--- config.mk ---
export PLATFORM = sky130hd
export DESIGN_NAME = ifu_top
export DESIGN_NICKNAME = d
export VERILOG_FILES = /design/src/rtl/ifu_pkg.sv /design/src/rtl/ifu_cond_eval.sv /design/src/rtl/ifu_pc_reg.sv /design/src/rtl/ifu_ir_stage.sv /design/src/rtl/ifu_top.sv
export SDC_FILE = /design/constraint.sdc
export NUM_CORES = 1
export LEC_CHECK = 0
export ABC_AREA = 1
export BUFFER_PORTS_ARGS = -buffer_cell sky130_fd_sc_hd__buf_2
export CAP_MARGIN = 10
export CORE_MARGIN = 5
export CORE_UTILIZATION = 45
export CTS_CLUSTER_SIZE = 8
export DETAILED_ROUTE_END_ITERATION = 6
export HOLD_SLACK_MARGIN = 0.08
export PLACE_DENSITY = 0.83
export SYNTH_ARGS = -nofsm -noshare
export SYNTH_HDL_FRONTEND = slang
export SYNTH_SLANG_ARGS = --single-unit
--- constraint.sdc ---
create_clock -name clk -period 2.1 [get_ports clk]
set_input_delay 0.105 -clock clk [delete_from_list [all_inputs] [get_ports clk]]
set_output_delay 0.105 -clock clk [all_outputs]
set_load 0.03 [all_outputs]
--- src/rtl/ifu_pkg.sv ---
package ifu_pkg;
  typedef enum logic [2:0] {
    CC_NEVER   = 3'd0,
    CC_ALWAYS  = 3'd1,
    CC_ZERO    = 3'd2,
    CC_NONZERO = 3'd3,
    CC_NONNEG  = 3'd4,
    CC_NEG     = 3'd5
  } cond_code_e;

  localparam int unsigned CODE_W = 3;
endpackage

--- src/rtl/ifu_cond_eval.sv ---
module ifu_cond_eval
  import ifu_pkg::*;
#(
  parameter int unsigned XLEN = 32
) (
  input  logic              branch_i,
  input  logic [CODE_W-1:0] code_i,
  input  logic [XLEN-1:0]   rc_i,
  output logic              take_o
);
  logic is_zero;
  logic is_neg;
  logic cond_met;

  assign is_zero = (rc_i == '0);
  assign is_neg  = rc_i[XLEN-1];

  always_comb begin
    case (code_i)
      CC_ALWAYS:  cond_met = 1'b1;
      CC_ZERO:    cond_met = is_zero;
      CC_NONZERO: cond_met = !is_zero;
      CC_NONNEG:  cond_met = !is_neg;
      CC_NEG:     cond_met = is_neg;
      default:    cond_met = 1'b0;
    endcase
  end

  assign take_o = branch_i & cond_met;

  always_comb begin
    if (!branch_i) begin
      assert_flag_gates_R6: assert (!take_o);
    end
    if (code_i == CC_NEVER || code_i == 3'd6 || code_i == 3'd7) begin
      assert_dead_codes_R11: assert (!take_o);
    end
  end
endmodule

--- src/rtl/ifu_pc_reg.sv ---
module ifu_pc_reg #(
  parameter int unsigned XLEN = 32,
  parameter int unsigned STEP = 4
) (
  input  logic            clk,
  input  logic            rst_n,
  input  logic            take_i,
  input  logic [XLEN-1:0] target_i,
  output logic [XLEN-1:0] pc_o,
  output logic [XLEN-1:0] pc_inc_o
);
  localparam logic [XLEN-1:0] STEP_V     = XLEN'(STEP);
  localparam logic [XLEN-1:0] ALIGN_MASK = ~(XLEN'(STEP - 1));

  logic [XLEN-1:0] pc_q;
  logic [XLEN-1:0] pc_d;
  logic            pc_en;

  always_comb begin
    pc_inc_o = pc_q + STEP_V;
    pc_en    = 1'b1;
    if (take_i) begin
      pc_d = target_i & ALIGN_MASK;
    end else begin
      pc_d = pc_inc_o;
    end
  end

  always_ff @(posedge clk or negedge rst_n) begin
    if (!rst_n) begin
      pc_q <= '0;
    end else if (pc_en) begin
      pc_q <= pc_d;
    end
  end

  assign pc_o = pc_q;

  assert_pc_aligned_R2: assert property (@(posedge clk) disable iff (!rst_n)
    (pc_q & ~ALIGN_MASK) == '0);

  assert_seq_step_R3: assert property (@(posedge clk) disable iff (!rst_n)
    !take_i |=> pc_q == $past(pc_q) + STEP_V);

  assert_redirect_R5: assert property (@(posedge clk) disable iff (!rst_n)
    take_i |=> pc_q == ($past(target_i) & ALIGN_MASK));
endmodule

--- src/rtl/ifu_ir_stage.sv ---
module ifu_ir_stage #(
  parameter int unsigned     XLEN     = 32,
  parameter logic [XLEN-1:0] NOP_WORD = '0
) (
  input  logic            clk,
  input  logic            rst_n,
  input  logic            load_en_i,
  input  logic [XLEN-1:0] word_i,
  input  logic [XLEN-1:0] pc_inc_i,
  output logic [XLEN-1:0] ir2_o,
  output logic [XLEN-1:0] pc2_o
);
  logic [XLEN-1:0] ir_q, ir_d;
  logic [XLEN-1:0] pc2_q, pc2_d;

  always_comb begin
    ir_d  = ir_q;
    pc2_d = pc2_q;
    if (load_en_i) begin
      ir_d  = word_i;
      pc2_d = pc_inc_i;
    end
  end

  always_ff @(posedge clk or negedge rst_n) begin
    if (!rst_n) begin
      ir_q  <= NOP_WORD;
      pc2_q <= '0;
    end else begin
      ir_q  <= ir_d;
      pc2_q <= pc2_d;
    end
  end

  assign ir2_o = ir_q;
  assign pc2_o = pc2_q;

  assert_ir_capture_R4: assert property (@(posedge clk) disable iff (!rst_n)
    load_en_i |=> ir_q == $past(word_i));

  assert_pc2_capture_R4: assert property (@(posedge clk) disable iff (!rst_n)
    load_en_i |=> pc2_q == $past(pc_inc_i));
endmodule

--- src/rtl/ifu_top.sv ---
module ifu_top
  import ifu_pkg::*;
#(
  parameter int unsigned     XLEN     = 32,
  parameter int unsigned     STEP     = 4,
  parameter logic [XLEN-1:0] NOP_WORD = '0
) (
  input  logic              clk,
  input  logic              rst_n,
  input  logic              br_class_i,
  input  logic [CODE_W-1:0] cond_code_i,
  input  logic [XLEN-1:0]   rc_val_i,
  input  logic [XLEN-1:0]   rb_val_i,
  input  logic [XLEN-1:0]   imem_rdata_i,
  output logic [XLEN-1:0]   imem_addr_o,
  output logic [XLEN-1:0]   ir2_o,
  output logic [XLEN-1:0]   pc2_o
);
  logic            take;
  logic [XLEN-1:0] pc;
  logic [XLEN-1:0] pc_inc;

  ifu_cond_eval #(.XLEN(XLEN)) u_cond (
    .branch_i (br_class_i),
    .code_i   (cond_code_i),
    .rc_i     (rc_val_i),
    .take_o   (take)
  );

  ifu_pc_reg #(.XLEN(XLEN), .STEP(STEP)) u_pc (
    .clk      (clk),
    .rst_n    (rst_n),
    .take_i   (take),
    .target_i (rb_val_i),
    .pc_o     (pc),
    .pc_inc_o (pc_inc)
  );

  ifu_ir_stage #(.XLEN(XLEN), .NOP_WORD(NOP_WORD)) u_ir (
    .clk       (clk),
    .rst_n     (rst_n),
    .load_en_i (1'b1),
    .word_i    (imem_rdata_i),
    .pc_inc_i  (pc_inc),
    .ir2_o     (ir2_o),
    .pc2_o     (pc2_o)
  );

  assign imem_addr_o = pc;

  assert_always_code_R8: assert property (@(posedge clk) disable iff (!rst_n)
    (br_class_i && cond_code_i == CC_ALWAYS) |=>
      imem_addr_o == ($past(rb_val_i) & ~(XLEN'(STEP - 1))));

  assert_never_code_R7: assert property (@(posedge clk) disable iff (!rst_n)
    (cond_code_i == CC_NEVER) |=> imem_addr_o == $past(imem_addr_o) + XLEN'(STEP));

  assert_flag_low_R6: assert property (@(posedge clk) disable iff (!rst_n)
    !br_class_i |=> imem_addr_o == $past(imem_addr_o) + XLEN'(STEP));

  assert_slot_pc2_R12: assert property (@(posedge clk) disable iff (!rst_n)
    take |=> pc2_o == $past(imem_addr_o) + XLEN'(STEP));
endmodule

# Word level (Yosys, flattened, before mapping)
# Index checks and enable logic that the tools add are counted.
# word_totals
register_bits,96
word_cells,15
out_inout_bits,96
in_bits,102
# op_classes
n_reduce_logical,3
n_mux,2
add_sub_neg,1
bitwise,1
eq_ne,5
# op_table
cell,count
$add 32x3->32 const B,1
$logic_not 32->1,1
$mux 32,1
$eq 3x2->1 const B,2
$eq 3x3->1 const B,2
$pmux 1 s5,1
$eq 3x1->1 const B,1
$logic_not 1->1,2
$and 1x1->1,1

# Logic depth before layout (Yosys ltp)
# Gate-level depths: netlist of the first run.
# logic_depth
word_depth,5
mapped_depth,11
ltp_nobuf,11

# Cells and area by module
# A second synthesis of the first run with hierarchy kept.
# hier_totals
hier_cells,616
area_unflattened_um2,4668.2
# modules_own_cells
module,n_inst,cells_per_inst,area_each_um2,seq_area_each_um2
ifu_ir_stage,1,270,2446.1,1601.5
ifu_pc_reg,1,301,2040.7,750.7
ifu_cond_eval,1,44,177.7,0.0
ifu_top,1,1,3.8,0.0

# Worst setup path after synthesis of the first run
# Ideal clock, no wire load.
# synth_path
path_type,reg-to-reg
start,"register u_pc.pc_q[3], in the netlist u_pc.pc_o[3]"
end,"register u_pc.pc_q[20], in the netlist u_pc.pc_o[20]"
n_path_buf,0
setup_slack_ns,0.305
arrival_time_ns,1.678
path_stages_with_launch,11
setup_time_ns,0.117
cell_sequence,dfrtp_1 ha_1 nand4_2 nor2_2 nand2_2 nor2_8 nand3_1 nand2_1 nand2_2 nand2_1 nand2_1
# synth_via
elab_chain_cells,2
# synth_rtl
item,line,rtl
start: declaration,ifu_pc_reg.sv:15,logic [XLEN-1:0] pc_q;
start signal: assignment,ifu_pc_reg.sv:33,pc_q <= pc_d;
$add 32x3->32,ifu_pc_reg.sv:20,pc_inc_o = pc_q + STEP_V;
named net pc_inc[20],ifu_top.sv:21,logic [XLEN-1:0] pc_inc;
$mux 32,ifu_pc_reg.sv:22,if (take_i) begin
named net u_pc.pc_d[20],ifu_pc_reg.sv:16,logic [XLEN-1:0] pc_d;
# The timed path passes the listed nets, and every way through them passes these cells.

# Final worst setup path of the first run
# Ends and elaborated chain as after synthesis.

==> run summary, run 1 <==
status - finished clean
antenna violations before repair - 0
Worst VDD drop - 0.404 mV
list of most frequent post-synthesis cells - 107 x nand2_1, 92 x dfrtp_1, 41 x nand3_1
CTS Sinks - 92
largest net degree at the start of global routing - 53
Crit Path Class - register to register
minimum clock period - 1800 ps
# nets final - 732
dpl ws - 343 ps
CTS resizes - 0
fin crit share - 0.858
CP startpoint kind - register
arrival time at the worst endpoint - 2040 ps
synthesized area - 3720 sq um
Routed met1 length - 4.13 mm
Slew headroom - 0.657
Final Hold Vio Count - 0
post-synthesis mux area share - 0
proportion of layout cells with a drive suffix above 1 - 0.363
Worst-path clk slew - 90 ps
dpl cells - 660
power per cell area - 977 nW/um^2
Register Area - 2300 sq um
Slew Limit Fails - 0
# rows - 33
Post-synth EDFFs - 0
Synth Area in Compound Gates - 0.00134
area of the multi-input gates - 1310 sq um
Pleak - 0.00295 uW
main combinational cell family by area after synthesis - simple AND/OR/NAND/NOR gates
met3 wire len - 1.27 mm
Via Count - 3,521
clock buffer depth - 2
Post CTS Setup Buffer Count - 0
RSZ-0062 raised after global routing - no
DR WL/cell - 15.6 um
Die W - 101 um
CTS H-Tree Depth - 3
fin cells - 739
count leader, synth - nand2_1
placed wire-length estimate - 8.27 mm
Peak Freq - 555 MHz
Worst Path Required - 2340 ps
DIE AREA - 10,200 sq um
YS warnings - 0
violation count after the first detailed-routing iteration - 155
mean post-synth cell area - 10.1 sq um
worst hold slack - 158 ps
TNS Setup - 0 ps
Max Clock Skew - 11.9 ps
Core Area - 8130 sq um
final setup fails - 0
CTS Root Cell - clkbuf_8
initial core utilization - 0.457
Synth Area in Simple Gates - 0.279
Die H - 101 um
synthesized instance count - 369
Synth Area in XOR/XNOR - 0.0652
top post-synthesis cells by area - dfrtp_1 62%, nand2_1 11%, nand3_1 5.5%
fillers - 595
Max Used Layer - met4
Synth Area in Adders - 0.00336
Synth top area share - 0.619
total grt overflow - 0
Seq/Total Area, Yosys - 0.619
Worst-Margin Slew - 515 ps
first-pass GRT wire length - 18.1 mm
routability cong. - 0.913
Post-Route WL - 11.5 mm
Max-Cap Viols - 0
DRT Pass-1 Iters - 4
I/O pins - 198
hold_buf cts - 63
count of different cell masters after synthesis - 28
Residual DRC - 0
crit path capture type - register
# diodes - 0
port bufs - 191
final setup margin - 299 ps
TritonCTS Buffers - 9
Worst-Skew Late Latency - 350 ps
Via density - 4.76
#FFs+latches synth - 92
Yosys top cell by area - dfrtp_1
vias in the first global route - 3,662
antenna viol nets, final - 0
area delta synth->final - 51.8%
WL met2 - 5.79 mm
Max FO, Critical Path - 7
ys flop type - dfrtp_1
ys async rst share - 1.00
GRT Overall Usage - 0.229
CTS tree - built
Hold Crit Class - input pin to register
metal layers:
layer,vias up,GRT usage
li1,1693,-
met1,1610,0.257
met2,192,0.410
met3,26,0.0671
met4,0,0.0869
met5,-,0
placed cells by master (no fill, tap or decap), drive strengths merged:
master	count
buf	196
nand2	113
dfrtp	92
dlygate4sd3	63
nor2	44
nand3	42
xnor2	13
xor2	13
inv	13
clkbuf	11
nor3	11
nand4	9
conb	4
nand3b	3
bufinv	2
nor4	1
o21ai	1
ha	1
clkinv	1
clkinvlp	1
metrics by stage:
step                       util  total power [uW]  instance area (sq um)
after CTS                 0.694              5560                   5650
after global routing      0.694              5800                   5650
after global placement    0.590              4150                   4800
after detailed placement  0.590              4200                   4800
after floorplan               -              3520                   3730
final                     0.694              5520                   5650
power by group:
part	switching (uW)	leakage (uW)	internal, uW	total (uW)
logic	1300	0.00174	579	1880
registers	276	0.00111	2100	2380
clock network	584	0.000104	678	1260
total	2160	0.00295	3360	5520
area by class of cell:
cell class                      instances  share of cell area
Sequential cell                        92               0.408
Timing Repair Buffer                  259               0.290
Multi-Input combinational cell        255               0.233
Clock buffer                           11              0.0233
Tap cell                              105              0.0233
Clock inverter                          5              0.0151
Inverter                               12             0.00798
worst paths after layout:
path	end	slack, ps	startpoint	depth (start not counted)
hold reg to reg	u_ir.pc2_o[31]	510	u_pc.pc_o[31]	1
setup reg to reg	u_pc.pc_o[20]	300	u_pc.pc_o[3]	10
hold / removal	u_pc.pc_o[25]	160	br_class_i	3
setup / recovery	u_pc.pc_o[20]	300	u_pc.pc_o[3]	10
min in group asynchronous	u_ir.pc2_o[25]	280	rst_n	2
max in group asynchronous	u_ir.pc2_o[3]	1170	rst_n	3
state kept, by name (all words and copies together) (netlist names):
| register | flops |
|---|---|
| u_ir.ir2_o | 32 |
| u_ir.pc2_o | 30 |
| u_pc.pc_o | 30 |
cells by family (layout without fill, tap and decap cells):
family                   count (synthesis)  after routing
AO/OA/AOI/OAI                            1              1
XOR/XNOR                                26             26
adder cells (fa/ha/maj)                  1              1
buffers and inverters                   25            287
flip-flops                              92             92
other                                    1              4
AND/OR/NAND/NOR                        223            223
critical path, cell delays in order (launching register included):
cell and delay [ps]:
dfrtp_1 410, ha_1 270, nand4_2 150, nor2_2 220, nand2_2 140, nor2_8 170, nand3_1 80, nand2_1 80
nand2_2 50, nand2_1 60, nand2_1 60
(Power assumes the default switching activity.)
==> run 2, diff against run 1 <==
CORE_MARGIN = unset   (was 5)
clock period = 1.8 ns   (was 2.1 ns; I/O delays follow)
==> run summary, run 2 (synthesis gave the netlist of run 1 again) <==
Register Area - 2300 sq um (about the same)
DIE AREA - 8640 sq um (was 10,200 sq um)
CTS Sinks - 92 (unchanged)
routability cong. - 0.887 (was 0.913)
GRT Overall Usage - 0.262 (was 0.229)
most frequent cells in the layout - 190 x buf_2, 107 x nand2_1, 90 x dfrtp_1 (was 190 x buf_2, 107 x nand2_1, 92 x dfrtp_1)
power per cell area - 1110 nW/um^2 (was 977 nW/um^2)
vias in the first global route - 3,635 (was 3,662)
Via density - 4.84 (was 4.76)
Post-Route WL - 10.9 mm (was 11.5 mm)
fillers - 573 (was 595)
Hold Crit Class - input pin to register (unchanged)
Worst-path clk slew - 100 ps (was 90 ps)
status - finished clean (unchanged)
DR WL/cell - 14.8 um (was 15.6 um)
area delta synth->final - 52.4% (was 51.8%)
Die W - 92.9 um (was 101 um)
Max FO, Critical Path - 3 (was 7)
slowest cell on the critical path - dfrtp_1 (unchanged)
Final Util - 0.723 (was 0.694)
Worst Path Required - 2080 ps (was 2340 ps)
violation count after the first detailed-routing iteration - 141 (was 155)
port bufs - 191 (unchanged)
largest net degree at the start of global routing - 57 (was 53)
CTS H-Tree Depth - 3 (unchanged)
I/O pins - 198 (unchanged)
Pint - 3720 uW (was 3360 uW)
crit path capture type - register (unchanged)
first-pass GRT wire length - 17.1 mm (was 18.1 mm)
area of the multi-input gates - 1320 sq um (was 1310 sq um)
placed wire-length estimate - 7.60 mm (was 8.27 mm)
TritonCTS Buffers - 9 (unchanged)
CTS tree - built (unchanged)
CP max stage delay - 400 ps (was 410 ps)
Final Hold Vio Count - 0 (unchanged)
DRT Pass-1 Iters - 4 (unchanged)
# rows - 32 (was 33)
R2R cell count - 7 (was 10)
final setup fails - 0 (unchanged)
clock buffer depth - 2 (unchanged)
Crit Path Class - register to register (unchanged)
Worst-Skew Late Latency - 350 ps (about the same)
crit-path cells - ha_2 > nand3_1 > nor4_2 > nand2_1 > xnor2_1 > nand2_1 > nand2_1 (was ha_1 > nand4_2 > nor2_2 > nand2_2 > nor2_8 > nand3_1 > nand2_1 > nand2_2 > nand2_1 > nand2_1)
# nets final - 737 (was 732)
CP dominant cell by count - nand2_1 (unchanged)
Logic pwr share - 0.354 (was 0.340)
dpl ws - 76.8 ps (was 343 ps)
HP Start - br_class_i (unchanged)
Slew Limit Fails - 0 (unchanged)
sequential share of power - 0.442 (was 0.431)
Max-Cap Viols - 0 (unchanged)
arrival time at the worst endpoint - 1940 ps (was 2040 ps)
Die H - 92.9 um (was 101 um)
initial core utilization - 0.474 (was 0.457)
WHS Path Cells - 3 (unchanged)
Peak Freq - 602 MHz (was 555 MHz)
Sw Share - 0.409 (was 0.391)
Pleak - 0.00297 uW (was 0.00295 uW)
antenna violations before repair - 0 (unchanged)
proportion of layout cells with a drive suffix above 1 - 0.376 (was 0.363)
Residual DRC - 0 (unchanged)
Via Count - 3,585 (was 3,521)
CP startpoint kind - register (unchanged)
minimum clock period - 1660 ps (was 1800 ps)
# diodes - 0 (unchanged)
NetSw - 2570 uW (was 2160 uW)
CTS Root Cell - clkbuf_8 (unchanged)
Max Clock Skew - 16.0 ps (was 11.9 ps)
Core Area - 7850 sq um (was 8130 sq um)
clock group share of total power - 0.203 (was 0.229)
max reg flops - 32 (unchanged)
most common cell after layout, fill and taps aside - buf_2 (unchanged)
antenna viol nets, final - 0 (unchanged)
total grt overflow - 0 (unchanged)
fin crit share - 0.923 (was 0.858)
CP Launch Point - u_pc.pc_o[2] (was u_pc.pc_o[3])
Worst VDD drop - 0.501 mV (was 0.404 mV)
reg-to-reg startpoint - u_pc.pc_o[2] (was u_pc.pc_o[3])
final setup margin - 139 ps (was 299 ps)
-- run 2: cell count changes in the layout (fill, tap and decap cells not counted), moves of 2 or more --
cell,before,now
clkbuf_1,2,0
bufinv_16,2,0
buf_4,5,9
dfrtp_2,0,2
dfrtp_1,92,90
-- run 2: power by group through the flow --
stage / combinational [uW] / sequential (uW) / clock (uW)
after floorplan: 538 / 3570 / 0
after global placement: 2060 / 2800 / 0
after detailed placement: 2090 / 2820 / 0
after CTS: 2200 / 2780 / 1290
after global routing: 2370 / 2830 / 1380
final: 2230 / 2780 / 1280
-- run 2: repair_timing --
item | in CTS | in global routing
endpoints found under the setup margin | 0 | 6
gates resized for setup | 0 | 4
hold endpoints to repair | 98 | 0
hold buffers | 63 | 0
buffers inserted | 0 | 2
-- run 2: final timing paths --
check                            endpoint  slack, ps
max                         u_pc.pc_o[30]        140
min                         u_pc.pc_o[26]        140
max reg2reg                 u_pc.pc_o[30]        140
min reg2reg                u_ir.pc2_o[31]        500
max in group asynchronous   u_pc.pc_o[10]        910
min in group asynchronous  u_ir.ir2_o[11]        230
-- run 2: metal layers --
| layer | part of all wire | GRT usage | vias to the layer above |
|---|---|---|---|
| li1 | - | - | 1701 |
| met1 | 0.38 | 0.290 | 1680 |
| met2 | 0.52 | 0.487 | 177 |
| met3 | 0.070 | 0.0493 | 27 |
| met4 | 0.028 | 0.109 | 0 |
| met5 | 0 | 0 | - |
-- run 2: critical path, delay by kind of cell (launching register included) --
kind / cells / cell delay [ps]
adders and majority gates: 1 / 240
and+or+nand+nor: 5 / 760
xor gates and xnor gates: 1 / 190
DFF: 1 / 400
-- run 2: area by class of cell --
cell class	instances	share of cell area
repair buffers	264	0.298
clock inverters	6	0.00816
multi-input cells	255	0.233
well taps	102	0.0225
clock buffers	10	0.0243
inverters	12	0.00794
flip-flops and latches	92	0.406
-- run 2: per-stage QoR --
| step | hold WS [ps] | instances | cell area, sq um | total power (uW) | TNS (ps) |
|---|---|---|---|---|---|
| global route | 148 | 741 | 5670 | 6590 | -10.7 |
| finish | 141 | 741 | 5670 | 6290 | 0 |
| detailed placement | 75.0 | 660 | 4830 | 4910 | 0 |
| CTS | 133 | 739 | 5650 | 6270 | 0 |
| global placement | 58.6 | 660 | 4830 | 4860 | 0 |
| floorplan | -206 | 372 | 3730 | 4110 | 0 |
